==> config.mk <==
export PLATFORM = sky130hd
export DESIGN_NAME = tiny8_core
export DESIGN_NICKNAME = d
export VERILOG_FILES = /design/src/rtl/tiny8_pkg.sv /design/src/rtl/tiny8_alu.sv /design/src/rtl/tiny8_branch_cond.sv /design/src/rtl/tiny8_core.sv
export SDC_FILE = /design/constraint.sdc
export NUM_CORES = 1
export LEC_CHECK = 0
export CORE_MARGIN = 3
export CORE_UTILIZATION = 47
export CTS_BUF_LIST = sky130_fd_sc_hd__clkbuf_8
export CTS_CLUSTER_DIAMETER = 200
export DETAILED_ROUTE_END_ITERATION = 8
export PLACE_DENSITY = 0.68
export SLEW_MARGIN = 25
export SYNTH_ARGS = -nofsm -noshare
export SYNTH_HDL_FRONTEND = slang
export SYNTH_SLANG_ARGS = --single-unit
==> constraint.sdc <==
create_clock -name clk -period 5 [get_ports clk]
set_input_delay 0.5 -clock clk [delete_from_list [all_inputs] [get_ports clk]]
set_output_delay 0.5 -clock clk [all_outputs]
set_load 0.03 [all_outputs]
==> src/rtl/tiny8_pkg.sv <==
package tiny8_pkg;

    localparam int ADDR_W = 16;
    localparam int DATA_W = 8;
    localparam int EXT_W  = ADDR_W - DATA_W;

    localparam logic [DATA_W-1:0] OPC_ABA  = 8'h1B;
    localparam logic [DATA_W-1:0] OPC_INCA = 8'h4C;
    localparam logic [DATA_W-1:0] OPC_DECB = 8'h5A;
    localparam logic [DATA_W-1:0] OPC_LDAI = 8'h86;
    localparam logic [DATA_W-1:0] OPC_STAE = 8'hB7;
    localparam logic [DATA_W-1:0] OPC_BEQ  = 8'h27;
    localparam logic [DATA_W-1:0] OPC_BNE  = 8'h26;
    localparam logic [DATA_W-1:0] OPC_BMI  = 8'h2B;
    localparam logic [DATA_W-1:0] OPC_BPL  = 8'h2A;
    localparam logic [DATA_W-1:0] OPC_BCS  = 8'h25;
    localparam logic [DATA_W-1:0] OPC_BCC  = 8'h24;

    typedef enum logic [3:0] {
        ST_FETCH,
        ST_DECODE,
        ST_LOAD,
        ST_ADDR_HI,
        ST_ADDR_LO,
        ST_ABA_TMP,
        ST_ABA_SUM,
        ST_BRANCH,
        ST_HALT
    } seq_state_e;

    typedef enum logic [1:0] {
        ALU_PASS,
        ALU_ADD,
        ALU_INC,
        ALU_DEC
    } alu_op_e;

    typedef struct packed {
        logic n;
        logic z;
        logic v;
        logic c;
    } cc_flags_t;

    typedef struct packed {
        seq_state_e        state;
        logic [ADDR_W-1:0] pc;
        logic [DATA_W-1:0] ir;
        logic [DATA_W-1:0] acc_a;
        logic [DATA_W-1:0] acc_b;
        logic [DATA_W-1:0] temp;
        cc_flags_t         cc;
    } core_regs_t;

endpackage

==> src/rtl/tiny8_alu.sv <==
module tiny8_alu
    import tiny8_pkg::*;
(
    input  alu_op_e           op_i,
    input  logic [DATA_W-1:0] a_i,
    input  logic [DATA_W-1:0] b_i,
    input  cc_flags_t         cc_i,
    output logic [DATA_W-1:0] res_o,
    output cc_flags_t         cc_o
);
    localparam logic [DATA_W-1:0] POS_MAX = {1'b0, {(DATA_W-1){1'b1}}};
    localparam logic [DATA_W-1:0] NEG_MIN = {1'b1, {(DATA_W-1){1'b0}}};
    localparam logic [DATA_W-1:0] ONE     = {{(DATA_W-1){1'b0}}, 1'b1};

    logic [DATA_W:0] wide_sum;

    always_comb begin
        wide_sum = {1'b0, a_i} + {1'b0, b_i};
        res_o    = a_i;
        cc_o     = cc_i;
        unique case (op_i)
            ALU_ADD: begin
                res_o  = wide_sum[DATA_W-1:0];
                cc_o.c = wide_sum[DATA_W];
                cc_o.v = (a_i[DATA_W-1] == b_i[DATA_W-1]) &&
                         (wide_sum[DATA_W-1] != a_i[DATA_W-1]);
            end
            ALU_INC: begin
                res_o  = a_i + ONE;
                cc_o.v = (a_i == POS_MAX);
            end
            ALU_DEC: begin
                res_o  = a_i - ONE;
                cc_o.v = (a_i == NEG_MIN);
            end
            default: begin
                res_o  = a_i;
                cc_o.v = 1'b0;
            end
        endcase
        cc_o.n = res_o[DATA_W-1];
        cc_o.z = (res_o == '0);
    end

endmodule

==> src/rtl/tiny8_branch_cond.sv <==
module tiny8_branch_cond
    import tiny8_pkg::*;
(
    input  logic [DATA_W-1:0] opcode_i,
    input  cc_flags_t         cc_i,
    output logic              is_branch_o,
    output logic              take_o
);
    always_comb begin
        is_branch_o = 1'b1;
        take_o      = 1'b0;
        case (opcode_i)
            OPC_BEQ: take_o = cc_i.z;
            OPC_BNE: take_o = !cc_i.z;
            OPC_BMI: take_o = cc_i.n;
            OPC_BPL: take_o = !cc_i.n;
            OPC_BCS: take_o = cc_i.c;
            OPC_BCC: take_o = !cc_i.c;
            default: is_branch_o = 1'b0;
        endcase
    end

endmodule

==> src/rtl/tiny8_core.sv <==
module tiny8_core
    import tiny8_pkg::*;
#(
    parameter logic [ADDR_W-1:0] RESET_PC = '0
) (
    input  logic              clk,
    input  logic              rst_n,
    output logic [ADDR_W-1:0] mem_addr_o,
    output logic [DATA_W-1:0] mem_wdata_o,
    output logic              mem_we_o,
    input  logic [DATA_W-1:0] mem_rdata_i,
    output logic              halted_o,
    output logic [3:0]        flags_o
);
    localparam logic [ADDR_W-1:0] PC_STEP = {{(ADDR_W-1){1'b0}}, 1'b1};

    core_regs_t        cur_q;
    core_regs_t        nxt_d;

    logic [DATA_W-1:0] bus_d;
    alu_op_e           alu_op_d;
    logic [DATA_W-1:0] alu_a_d;
    logic [DATA_W-1:0] alu_b_d;
    logic [DATA_W-1:0] alu_res;
    cc_flags_t         alu_cc;
    logic [DATA_W-1:0] br_opcode_d;
    logic              br_is;
    logic              br_take;
    logic [ADDR_W-1:0] br_offset;

    tiny8_alu u_alu (
        .op_i  (alu_op_d),
        .a_i   (alu_a_d),
        .b_i   (alu_b_d),
        .cc_i  (cur_q.cc),
        .res_o (alu_res),
        .cc_o  (alu_cc)
    );

    tiny8_branch_cond u_brc (
        .opcode_i    (br_opcode_d),
        .cc_i        (cur_q.cc),
        .is_branch_o (br_is),
        .take_o      (br_take)
    );

    assign br_opcode_d = (cur_q.state == ST_DECODE) ? mem_rdata_i : cur_q.ir;
    assign br_offset   = {{EXT_W{mem_rdata_i[DATA_W-1]}}, mem_rdata_i};

    always_comb begin
        nxt_d       = cur_q;
        mem_addr_o  = cur_q.pc;
        mem_wdata_o = cur_q.acc_a;
        mem_we_o    = 1'b0;
        bus_d       = '0;
        alu_op_d    = ALU_PASS;
        alu_a_d     = bus_d;
        alu_b_d     = cur_q.temp;

        unique case (cur_q.state)
            ST_FETCH: begin
                nxt_d.pc    = cur_q.pc + PC_STEP;
                nxt_d.state = ST_DECODE;
            end
            ST_DECODE: begin
                nxt_d.ir = mem_rdata_i;
                case (mem_rdata_i)
                    OPC_ABA: nxt_d.state = ST_ABA_TMP;
                    OPC_INCA: begin
                        alu_op_d    = ALU_INC;
                        alu_a_d     = cur_q.acc_a;
                        nxt_d.acc_a = alu_res;
                        nxt_d.cc    = alu_cc;
                        nxt_d.state = ST_FETCH;
                    end
                    OPC_DECB: begin
                        alu_op_d    = ALU_DEC;
                        alu_a_d     = cur_q.acc_b;
                        nxt_d.acc_b = alu_res;
                        nxt_d.cc    = alu_cc;
                        nxt_d.state = ST_FETCH;
                    end
                    OPC_LDAI: begin
                        nxt_d.pc    = cur_q.pc + PC_STEP;
                        nxt_d.state = ST_LOAD;
                    end
                    OPC_STAE: begin
                        nxt_d.pc    = cur_q.pc + PC_STEP;
                        nxt_d.state = ST_ADDR_HI;
                    end
                    default: begin
                        if (br_is) begin
                            nxt_d.pc    = cur_q.pc + PC_STEP;
                            nxt_d.state = ST_BRANCH;
                        end else begin
                            nxt_d.state = ST_HALT;
                        end
                    end
                endcase
            end
            ST_LOAD: begin
                bus_d       = mem_rdata_i;
                alu_a_d     = bus_d;
                nxt_d.acc_a = alu_res;
                nxt_d.cc    = alu_cc;
                nxt_d.state = ST_FETCH;
            end
            ST_ADDR_HI: begin
                nxt_d.temp  = mem_rdata_i;
                nxt_d.pc    = cur_q.pc + PC_STEP;
                nxt_d.state = ST_ADDR_LO;
            end
            ST_ADDR_LO: begin
                mem_addr_o  = {cur_q.temp, mem_rdata_i};
                mem_we_o    = 1'b1;
                alu_a_d     = cur_q.acc_a;
                nxt_d.cc    = alu_cc;
                nxt_d.state = ST_FETCH;
            end
            ST_ABA_TMP: begin
                bus_d       = cur_q.acc_a;
                nxt_d.temp  = bus_d;
                nxt_d.state = ST_ABA_SUM;
            end
            ST_ABA_SUM: begin
                bus_d       = cur_q.acc_b;
                alu_op_d    = ALU_ADD;
                alu_a_d     = cur_q.temp;
                alu_b_d     = bus_d;
                nxt_d.acc_a = alu_res;
                nxt_d.cc    = alu_cc;
                nxt_d.state = ST_FETCH;
            end
            ST_BRANCH: begin
                if (br_take) begin
                    nxt_d.pc = cur_q.pc + br_offset;
                end
                nxt_d.state = ST_FETCH;
            end
            default: nxt_d.state = ST_HALT;
        endcase

        if (!rst_n) begin
            mem_addr_o = RESET_PC;
            mem_we_o   = 1'b0;
        end
    end

    always_ff @(posedge clk) begin
        if (!rst_n) begin
            cur_q.state <= ST_FETCH;
            cur_q.pc    <= RESET_PC;
            cur_q.ir    <= '0;
            cur_q.acc_a <= '0;
            cur_q.acc_b <= '0;
            cur_q.temp  <= '0;
            cur_q.cc    <= '0;
        end else begin
            cur_q <= nxt_d;
        end
    end

    assign halted_o = (cur_q.state == ST_HALT);
    assign flags_o  = cur_q.cc;

    assert_halt_sticky_R8: assert property (@(posedge clk) disable iff (!rst_n)
        halted_o |=> (halted_o && !mem_we_o));

    assert_store_after_hi_R3: assert property (@(posedge clk) disable iff (!rst_n)
        mem_we_o |-> ($past(cur_q.state) == ST_ADDR_HI));

    assert_pc_step_R9: assert property (@(posedge clk) disable iff (!rst_n)
        (cur_q.state == ST_FETCH) |=> (cur_q.pc == $past(cur_q.pc) + PC_STEP));

    assert_aba_order_R4: assert property (@(posedge clk) disable iff (!rst_n)
        (cur_q.state == ST_ABA_SUM) |->
            (($past(cur_q.state) == ST_ABA_TMP) && (cur_q.temp == $past(cur_q.acc_a))));

    assert_inca_keeps_c_R5: assert property (@(posedge clk) disable iff (!rst_n)
        (cur_q.state == ST_DECODE && mem_rdata_i == OPC_INCA) |=>
            (cur_q.cc.c == $past(cur_q.cc.c)));

endmodule

# == After elaboration in Yosys (flattened, before gate mapping) ==
# Cells that the tools add are included.
# op_classes
addsub,5
mul,0
div_mod_pow,0
magnitude_cmp,0
n_eq_ne,31
shifts,0
mux,27
n_bitwise,0
n_reduce_logical,22
# ops
cell,count
2-to-1 mux 16 bit,4
"equality test 8 x 6 -> 1 bit, second input constant",6
one-hot mux 16 bit (3 select lines),1
one-hot mux 8 bit (2 select lines),3
one-hot mux 16 bit (2 select lines),1
one-hot mux 8 bit (4 select lines),1
"equality test 8 x 7 -> 1 bit, second input constant",3
"equality test 8 bit, second input constant",3
2-to-1 mux 8 bit,3
one-hot mux 8 bit (3 select lines),1
one-hot mux 4 bit (5 select lines),1
"adder 16 x 1 -> 16 bit, second input constant",1
adder 16 bit,1
"equality test 4 x 3 -> 1 bit, second input constant",4
one-hot mux 4 bit (4 select lines),1
adder 8 x 8 -> 9 bit,1
"adder 8 x 1 -> 8 bit, second input constant",1
"equality test 4 x 2 -> 1 bit, second input constant",2
"equality test 8 x 5 -> 1 bit, second input constant",1
zero test 8 bit,1
2-to-1 mux 4 bit,2
one-hot mux 2 bit (2 select lines),2
one-hot mux 4 bit (2 select lines),1
OR reduction 2 bit,4
23 further kinds,36
# word_totals
regBits,56
latch_bits,0
ram_bits,0
romBits,0
word_cells,95
mem_count,0

# == Longest topological paths before layout ==
# depth
word_depth,9
mapped_depth,17

# == Hierarchy ==
# A second synthesis with hierarchy kept.
# hier_totals
cells_unflattened,637
area_unflattened_um2,4813.4
# by_module_without_submodules
mod,n_inst,cells_each,area_per_inst_um2,seq_area_each_um2
tiny8_core,1,490,3787.4,1121.1
tiny8_alu,1,137,944.7,0.0
tiny8_branch_cond,1,10,81.3,0.0

# == Worst setup path before layout ==
# Ideal clock, no wire load.
# synth_timing
path_kind,register to register
startpoint,reg cur_q[53] in the netlist's numbering
endpoint,"reg cur_q, in the netlist flags_o[2]"
setup_ps,59
t_arrival_ps,4311
required_time_ps,4941
path_slack_ps,630
path_stages_with_launch,18
n_path_buf,4
period_less_slack_ps,4370
path_cell_list,dfxtp_1 > buf_6 > or4b_4 > buf_6 > nor4_1 > clkbuf_1 > clkbuf_1 > a21oi_1 > inv_1 > ha_1 > a21o_1 > a21oi_1 > nand4_1 > nand3b_4 > o21a_1 > mux2_4 > a211oi_4 > a41o_1
# synth_between
elab_chain_cells,7
elab_cells_between_ends,21
cone_classes,3 x add/sub; 8 x eq/ne; 6 x mux; 4 x reduce/logical
# synth_lines
item,line_no,rtl
"start, declared",tiny8_core.sv:17,core_regs_t cur_q;
"start signal, assigned",tiny8_core.sv:159,cur_q <= nxt_d;
equality test 4 x 3 -> 1 bit (tied with other cells),tiny8_core.sv:60,unique case (cur_q.state)
one-hot mux 8 bit (4 select lines) (tied with other cells),tiny8_core.sv:60,
subtractor 8 x 1 -> 8 bit (tied with other cells),tiny8_alu.sv:33,res_o = a_i - ONE;
one-hot mux 8 bit (3 select lines),tiny8_alu.sv:21,unique case (op_i)
zero test 8 bit,tiny8_alu.sv:42,cc_o.z = (res_o == '0);
2-to-1 mux 4 bit,tiny8_core.sv:67,case (mem_rdata_i)
one-hot mux 4 bit (2 select lines),tiny8_core.sv:60,
# Several ways; a longest one is shown, not always the timed one. The select of a mux whose other input is x is not followed.
# A chain may end at the register's enable or synchronous reset.

# == Worst setup path after layout ==
# layout_timing
startpoint,in mem_rdata_i[0]
endpoint,"reg cur_q, in the netlist flags_o[3]"
# layout_between
elab_chain_cells,7
elab_cells_between_ends,18
cone_classes,3 x add/sub; 6 x eq/ne; 7 x mux; 2 x reduce/logical
# layout_lines
item,line_no,rtl
"start, declared",tiny8_core.sv:11,"input logic [DATA_W-1:0] mem_rdata_i,"
equality test 8 x 7 -> 1 bit,tiny8_core.sv:67,
one-hot mux 8 bit (2 select lines) / one-hot mux 2 bit (2 select lines) (equally long branches),tiny8_core.sv:67,
one-hot mux 8 bit (4 select lines) / one-hot mux 2 bit (2 select lines) (equally long branches),tiny8_core.sv:60,
subtractor 8 x 1 -> 8 bit (tied with other cells),tiny8_alu.sv:33,
one-hot mux 8 bit (3 select lines),tiny8_alu.sv:21,
2-to-1 mux 4 bit,tiny8_core.sv:67,
one-hot mux 4 bit (2 select lines),tiny8_core.sv:60,
# Several ways; a longest one is shown, not always the timed one. The select of a mux whose other input is x is not followed.

==> summary.md <==
| Metric | Value |
|---|---|
| Final instance area | `0.005211 mm²` |
| Critical path arrival | `4.50 ns` |
| Final Critical Period | `4.335 ns` |
| Final Net Count | `approximately 670` |
| Syn nets | `approximately 660` |
| Routed vias | `4564` |
| Clock sinks | `56` |
| Multi-input gate area | `roughly 0.0032 mm²` |
| CTS tree | `built` |
| DIE AREA | `0.01100 mm²` |
| Fmax | `230.7 MHz` |
| Hold Fails Final Rpt | `0` |
| Placed Area | `roughly 0.0051 mm²` |
| Layout Skew | `0.01660 ns` |
| Antenna Nets Post-Route | `0` |
| HPWL after detailed placement | `9981 µm` |
| Area growth syn-to-layout | `13.43%` |
| Yosys warning total | `0` |
| Post-synth top area share | `0.2440` |
| Cell Area, Synth | `0.004594 mm²` |
| Root Buffer | `clkbuf_8` |
| Initial core utilization | `0.4903` |
| Syn Inst Count | `617` |
| Fillcell total | `922` |
| Sequential cell area fraction in the yosys report | `0.2440` |
| Fin Setup TNS | `0 ns` |
| Cts bufs inserted | `5` |
| Die Wd | `104.9 µm` |
| Post-synth EDFFs | `0` |
| Die span in y | `roughly 100 µm` |
| Port Buffer Count | `39` |
| Worst-Margin Slew | `1.010 ns` |
| Skew-Pair Late Insertion Delay | `0.32 ns` |
| Syn_area_per_cell | `~7.4 µm²` |
| Main synth FF type | `dfxtp_1` |
| Worst Setup Start Kind | `input pin` |
| Dominant cells by area after synthesis | `dfxtp_1 24%, nand2_1 8.2%, ha_1 7.4%, a21oi_1 6.3%, nor2_1 5.9%` |
| Length of the first detailed-routing pass in iterations | `8` |
| Library cells used by synthesis | `72` |
| Drt drc | `0` |
| Final count of pins violating max slew | `0` |
| Final worst slack | `0.6655 ns` |
| CTS max path bufs | `2` |
| GPL Wtd Cong | `a little over 0.9` |
| Leakage | `2.118 nW` |
| Clock-pin slew on the worst setup and hold paths | `~0.10 ns` |
| Routed vias/inst | `approximately 6` |
| Layout cell share with drive strength beyond 1 | `0.08544` |
| Most common cell after layout, fill and taps aside | `nand2_1` |
| Grt ovf | `0` |
| Top cell type by total area after synthesis | `dfxtp_1` |
| Cts hold-fix bufs | `0` |
| Vias in the first global route | `4337` |
| Routed Wire Length | `13330 µm` |
| Total GRT Usage | `0.2396` |
| Row count | `35` |
| Pwr per Cell Area | `191.3 mW/mm²` |
| Placed insts | `754` |
| Worst hold path type | `flop to flop` |
| Worst EP required | `between 5 and 6 ns` |
| Non-filler cells, final | `761` |
| Run status | `complete, no violations` |
| Core Area | `0.009371 mm²` |
| Cts repair resizes | `0` |
| Register bit total from synthesis | `56` |
| Asr flop ratio synth | `0` |
| Post-CTS Setup Repair Bufs | `0` |
| Total power | `997.1 µW` |
| Unrepaired setup endpoints after global routing | `no` |
| Peak VDD IR | `~0.15 mV` |
| Setup Viol. Count Final | `0` |
| First-pass GRT wire length | `21800 µm` |
| Seq. cell area | `0.001121 mm²` |
| Ant. Diodes | `0` |
| Max-cap violations | `0` |
| Largest net degree at the start of global routing | `50` |
| Iter 0 DRT Violations | `404` |
| Commonest cells after routing, fill and taps aside | `100 x nand2_1, 72 x nor2_1, 58 x a21oi_1, 56 x dfxtp_1, 39 x clkdlybuf4s50_1` |
| Crit Path Class | `input pin to flop` |
| Initial antenna violation count | `0` |
| Crit. End Element | `flop` |
| Slew margin rel. | `0.3266` |
| Fin crit share | `0.8669` |
| Pre-CTS setup slack | `0.3746 ns` |
| CP max FO | `9` |
| Routed wire length per instance | `17.52 µm` |
| I/O pin cnt | `40` |
| Htree depth | `2` |
## critical path, stage by stage
cell	delay, ns
clkdlybuf4s50_1	0.51
or3b_2	0.58
o41ai_4	0.40
buf_4	0.25
nand2_1	0.07
nand2_1	0.08
a21oi_1	0.07
inv_1	0.14
ha_1	0.24
a21o_1	0.15
a21oi_1	0.31
nand4_1	0.21
nand3b_4	0.12
o21a_1	0.18
mux2_4	0.32
a211oi_4	0.26
a21oi_1	0.09
## per-layer routing
layer,global-route usage,share of wire
met5,0,0
met3,0.04138,0.071
met1,0.3214,0.44
met2,0.3868,0.46
met4,0.08435,0.030
## power breakdown
| group | total (mW) | internal [mW] | switching [mW] | leakage (nW) |
|---|---|---|---|---|
| logic | 0.161 | 0.0611 | 0.100 | 1.60 |
| registers | 0.473 | 0.459 | 0.0137 | 0.453 |
| clock network | 0.363 | 0.198 | 0.166 | 0.0642 |
## kinds of logic (layout without fill, tap and decap cells)
| kind of cell | after synthesis | in the layout | share of synthesized area |
|---|---|---|---|
| AO/OA/AOI/OAI | 154 | 154 | 0.2274 |
| XOR/XNOR | 25 | 25 | 0.04766 |
| adder cells (fa/ha/maj) | 30 | 30 | 0.08660 |
| buffers and inverters | 71 | 86 | 0.07189 |
| flip-flops | 56 | 56 | 0.2440 |
| multiplexers | 28 | 28 | 0.06263 |
| AND/OR/NAND/NOR | 253 | 253 | 0.2598 |
## area by class of cell
cell class                 instances  area share
multi-input combinational        490      0.6072
sequential                        56      0.2151
timing repair buffer              61      0.1090
tap                              129     0.03097
clock buffer                       5     0.01321
inverter                          18     0.01297
clock inverter                     2     0.01152
## synth_stat cells, types with 7 or more instances
master    number
a211oi_1      18
a21oi_1       58
and2_1         7
buf_4         12
clkbuf_1      34
dfxtp_1       56
ha_1          27
inv_1         18
mux2i_1       25
nand2_1      100
nand3_1       10
nor2_1        72
nor3_1        13
o21ai_0       16
xnor2_1       15
xor2_1        10
## sequential cells by signal, summed over array words and instances, names as in the netlist
signal and flops:
cur_q 44, flags_o 4, mem_wdata_o 8
## metrics by stage
step           utilization  hold slack [ns]
4_1_cts             0.5561           0.4637
6_report            0.5561           0.4611
5_1_grt             0.5561           0.4858
3_5_place_dp        0.5423           0.4488
3_3_place_gp        0.5419           0.4415
2_1_floorplan            -           0.4316
## path summary, 6_finish.rpt
kind / start / to / slack, ns / cells after the start
worst max-delay path: mem_rdata_i[0] / flags_o[3] / 0.67 / 17
worst min-delay path: cur_q[33] / cur_q[33] / 0.46 / 2
worst min register to register: cur_q[33] / cur_q[33] / 0.46 / 2
worst max register to register: cur_q[54] / flags_o[3] / 0.70 / 16
Power figures use the tool's default switching activity.
